===== src/rtl/ula_pkg.sv =====
package ula_pkg;
    typedef enum logic [1:0] {
        LK_WORD   = 2'b00,
        LK_HALF_U = 2'b01,
        LK_HALF_S = 2'b10,
        LK_RSVD   = 2'b11
    } load_kind_e;
endpackage


===== src/rtl/ula_funnel.sv =====
// Two-word funnel shifter shared by both byte orders.
module ula_funnel #(
    parameter int DATA_W = 32,
    parameter int LANE_W = 8,
    localparam int LANES = DATA_W / LANE_W,
    localparam int OFS_W = $clog2(LANES)
) (
    input  logic [DATA_W-1:0] lo_word,
    input  logic [DATA_W-1:0] hi_word,
    input  logic [OFS_W-1:0]  ofs,
    input  logic              big_endian,
    output logic [DATA_W-1:0] word_out
);
    localparam int SH_W = $clog2(2 * DATA_W);

    logic [2*DATA_W-1:0] pair;
    logic [2*DATA_W-1:0] moved;
    logic [SH_W-1:0]     shamt;

    always_comb begin
        shamt = SH_W'(ofs) * SH_W'(LANE_W);
        if (big_endian) begin
            // lower-address word on the left, move toward the top
            pair     = {lo_word, hi_word};
            moved    = pair << shamt;
            word_out = DATA_W'(moved >> DATA_W);
        end else begin
            // lower-address word on the right, move toward the bottom
            pair     = {hi_word, lo_word};
            moved    = pair >> shamt;
            word_out = DATA_W'(moved);
        end
    end
endmodule


===== src/rtl/ula_narrow.sv =====
// Width selection and extension on the funnel result.
module ula_narrow #(
    parameter int DATA_W = 32,
    localparam int HALF_W = DATA_W / 2
) (
    input  logic [DATA_W-1:0]    word_in,
    input  ula_pkg::load_kind_e  kind,
    output logic [DATA_W-1:0]    data_out
);
    always_comb begin
        unique case (kind)
            ula_pkg::LK_HALF_U: data_out = {{HALF_W{1'b0}}, word_in[HALF_W-1:0]};
            ula_pkg::LK_HALF_S: data_out = {{HALF_W{word_in[HALF_W-1]}}, word_in[HALF_W-1:0]};
            default:            data_out = word_in;
        endcase
    end
endmodule


===== src/rtl/unaligned_load_align.sv =====
module unaligned_load_align #(
    parameter int DATA_W = 32,
    parameter int LANE_W = 8,
    localparam int LANES = DATA_W / LANE_W,
    localparam int OFS_W = $clog2(LANES)
) (
    input  logic              clk,
    input  logic              rst,
    input  logic              in_valid,
    input  logic [DATA_W-1:0] lo_word,
    input  logic [DATA_W-1:0] hi_word,
    input  logic [OFS_W-1:0]  addr_lo,
    input  logic              big_endian,
    input  logic [1:0]        load_kind,
    output logic              out_valid,
    output logic [DATA_W-1:0] out_data
);
    typedef struct packed {
        logic              vld;
        logic [DATA_W-1:0] data;
    } state_t;

    state_t state_d, state_q;
    logic [DATA_W-1:0] funnel_w;
    logic [DATA_W-1:0] narrow_w;

    ula_funnel #(.DATA_W(DATA_W), .LANE_W(LANE_W)) u_funnel (
        .lo_word    (lo_word),
        .hi_word    (hi_word),
        .ofs        (addr_lo),
        .big_endian (big_endian),
        .word_out   (funnel_w)
    );

    ula_narrow #(.DATA_W(DATA_W)) u_narrow (
        .word_in  (funnel_w),
        .kind     (ula_pkg::load_kind_e'(load_kind)),
        .data_out (narrow_w)
    );

    always_comb begin
        state_d     = state_q;
        state_d.vld = in_valid;
        if (in_valid) begin
            state_d.data = narrow_w;
        end
    end

    always_ff @(posedge clk) begin
        if (rst) begin
            state_q <= '0;
        end else begin
            state_q <= state_d;
        end
    end

    assign out_valid = state_q.vld;
    assign out_data  = state_q.data;
endmodule


===== config.mk =====
export PLATFORM = sky130hd
export DESIGN_NAME = unaligned_load_align
export DESIGN_NICKNAME = d
export VERILOG_FILES = /design/src/rtl/ula_pkg.sv /design/src/rtl/ula_funnel.sv /design/src/rtl/ula_narrow.sv /design/src/rtl/unaligned_load_align.sv
export SDC_FILE = /design/constraint.sdc
export NUM_CORES = 1
export LEC_CHECK = 0
export BUFFER_PORTS_ARGS = -buffer_cell sky130_fd_sc_hd__buf_4
export CORE_MARGIN = 5
export CORE_UTILIZATION = 48
export CTS_BUF_LIST = sky130_fd_sc_hd__clkbuf_8
export DETAILED_ROUTE_END_ITERATION = 16
export PLACE_DENSITY_LB_ADDON = 0.3
export SYNTH_ARGS = -nofsm -noshare
export SYNTH_HDL_FRONTEND = slang
export SYNTH_SLANG_ARGS = --single-unit

===== constraint.sdc =====
create_clock -name clk -period 1.6 [get_ports clk]
set_clock_uncertainty 0.2 [all_clocks]
set_input_delay 0.32 -clock clk [delete_from_list [all_inputs] [get_ports clk]]
set_output_delay 0.32 -clock clk [all_outputs]
set_load 0.02 [all_outputs]

==> reports/metrics.cfg <==
[outcome]
status = finished, final reports clean

[cells_and_area]
layout_common_cells = 129 x buf_4, 59 x mux2i_1, 33 x nor2_1, 33 x dfxtp_1, 31 x o22ai_1
antennaDiodeCount = 0
fillers = 505
area_growth_pct = 38.8
seqCellArea_sq_um = 661
drive_gt1_share_pct = 47.9
multiInputGateArea_sq_um = 2310
layout_commonest_cell = buf_4
fin_nets = 495

[min_path]
whs_endpoint = out_data[21]
min_path_type = input port to register
min_from = rst
hold_path_depth = 2

[timing]
finalCritPeriodShare_pct = 98.5
final-setup-viol-count = 0
slew_violations = 0
rsz0062_at_grt = true
worst_pin_slew_ns = 0.355
slew-limit-headroom_pct = 76.1
fin_crit_ns = 1.58
fmax_mhz = 635
timing.hold.ws_ns = 0.148
setup-tns-final_ns = 0
hold_viol = 0

[clock_network]
cts_buffers = 5
root_buffer = clkbuf_8
cts_tree = built
clock-sinks = 33
postCtsHoldBufs = 0
insertion_delay_ns = 0.28
clockBufferDepth = 2
htreeDepth = 2
path_clk_slew_ns = 0.06

[critical_path]
path_class = input port to register
end_kind = register
arrival_ns = 1.56
reg2reg_depth = 2
timing.rr.start = out_data[23]
reg2reg_slack_ns = 0.62
cpMaxStageDelayCell = a311oi_2
critical_path.max_fanout = 6
rr_endpoint = out_data[23]
path_cells = buf_4 > nand2b_1 > buf_4 > o22ai_1 > o21ai_0 > buf_4 > a311oi_2
crit_required_ns = 1.59
cp-start-kind = input port
cpMostUsedCell = buf_4
slowest_delay_ns = 0.26

[synthesis]
ys.flop_type = dfxtp_1
synth_edf_count = 0
synth.net_count = 381
synthDistinctLibCells = 26
synth_cells = 308
synth_area_sq_um = 3150
yosysSeqAreaShare_pct = 20.9
ys_ff_latch = 33
yosysWarningCount = 0
async_flop_share_pct = 0
avgSynthCellArea_sq_um = 10.2

[floorplanning]
die_w_um = 91.1
initial_utilization_pct = 49.4
core.rowCount = 29
die_area_sq_um = 8290
ios = 105
fp.dieH_um = 91.1
coreArea_sq_um = 6390

[grt]
overflow = 0
grt_pass1_vias = 3010
grt_max_degree = 50
antenna_found_initial = 0
grt_pass1_wl_um = 14900
grt.total_usage_pct = 21.5

[pwr]
power.total_mw = 2.71
ir_drop_mv = 0.581
power_density_nw_per_um2 = 620
p_leak_nw = 1.89

[drt]
route.vias.total = 3091
wire_per_inst_um = 19.0
via_per_inst = 6.19
drcViolationCount = 0
first_iter_violations = 219
first_pass_iters = 4
finalWirelength_um = 9470
antenna_left = 0

[place]
port_buffers = 104
place_congestion = 0.889
hpwl_um = 7280

[run]
max-cap-violations = 0

## metal layers
layer | track usage [%] | vias up | share of wire, %
met5 | 0 | - | 0
met1 | 30.0 | 1493 | 44
met2 | 33.8 | 136 | 47
li1 | - | 1447 | -
met3 | 4.79 | 15 | 7.8
met4 | 5.38 | 0 | 1.3
## state kept, by name, summed over array words and instances, names as in the netlist
signal / flops
out_valid: 1
out_data: 32
## report_power, final
group / internal [mW] / switching, mW / leakage (nW) / total, mW
combinational: 0.609 / 0.560 / 1.57 / 1.17
sequential: 0.889 / 0.0442 / 0.273 / 0.933
clock: 0.334 / 0.277 / 0.0485 / 0.612
total: 1.83 / 0.882 / 1.89 / 2.71
## Yosys cell counts (2+ instances only)
master     n  share of area, %
or2b_2     2              0.56
nand2_1    2              0.24
nand2b_1  18               3.6
a311oi_2  11               5.2
dfxtp_1   33                21
inv_1      4              0.48
a21oi_2    2              0.56
mux4_2    30                21
buf_2      7               1.1
a311oi_1   7               1.9
mux2i_1   62                20
nor2_1    33               3.9
clkbuf_1  14               1.7
a211oi_1  16               3.8
buf_6      7               2.5
o21ai_0   16               2.5
buf_4      5               1.2
o22ai_1   31               6.1
## what timing repair did
action | in CTS | in global routing
pin swaps | 0 | 2
endpoints found under the setup margin | 1 | 18
resized for setup | 3 | 12
buffers inserted | 0 | 2
gates cloned | 0 | 1
## worst max-delay path by stage
stage / start / end / slack, ns / cells after the start
floorplan: addr_lo[1] / out_data[16] / -0.03 / 6
global placement: big_endian / out_data[22] / -0.23 / 7
detailed placement: big_endian / out_data[22] / -0.30 / 7
CTS: big_endian / out_data[23] / 0.01 / 7
global route: addr_lo[1] / out_data[21] / -0.03 / 6
finish: addr_lo[1] / out_data[23] / 0.02 / 7
## layout make-up
cell class | instances | area share, %
Multi-Input combinational cell | 236 | 52.8
Clock inverter | 1 | 0.0857
Timing Repair Buffer | 142 | 27.6
Clock buffer | 6 | 1.89
Inverter | 4 | 0.343
Tap cell | 77 | 2.20
Sequential cell | 33 | 15.1
## kinds of logic after synthesis
logic type | synth area share [%]
buffers and inverters | 7.30
muxes | 41.1
and+or+nand+nor | 9.04
AOI/OAI and AO/OA | 21.2
adders and majority gates | 0.397
DFF | 20.9
## worst max-delay path: cells and delay by family
kind                   cells  cell delay, ns
buffers and inverters      3            0.48
AOI/OAI and AO/OA          3            0.53
and+or+nand+nor            1            0.23
## per-stage QoR
stage / setup slack [ns] / std cells / utilization (%) / area [sq um]
floorplan: -0.0267 / 308 / - / 3200
global placement: -0.233 / 489 / 65.3 / 4170
detailed placement: -0.300 / 489 / 65.3 / 4170
CTS: 0.0103 / 496 / 66.9 / 4270
global route: -0.0325 / 499 / 68.6 / 4380
finish: 0.0248 / 499 / 68.6 / 4380
Power figures use the tool's default switching activity.
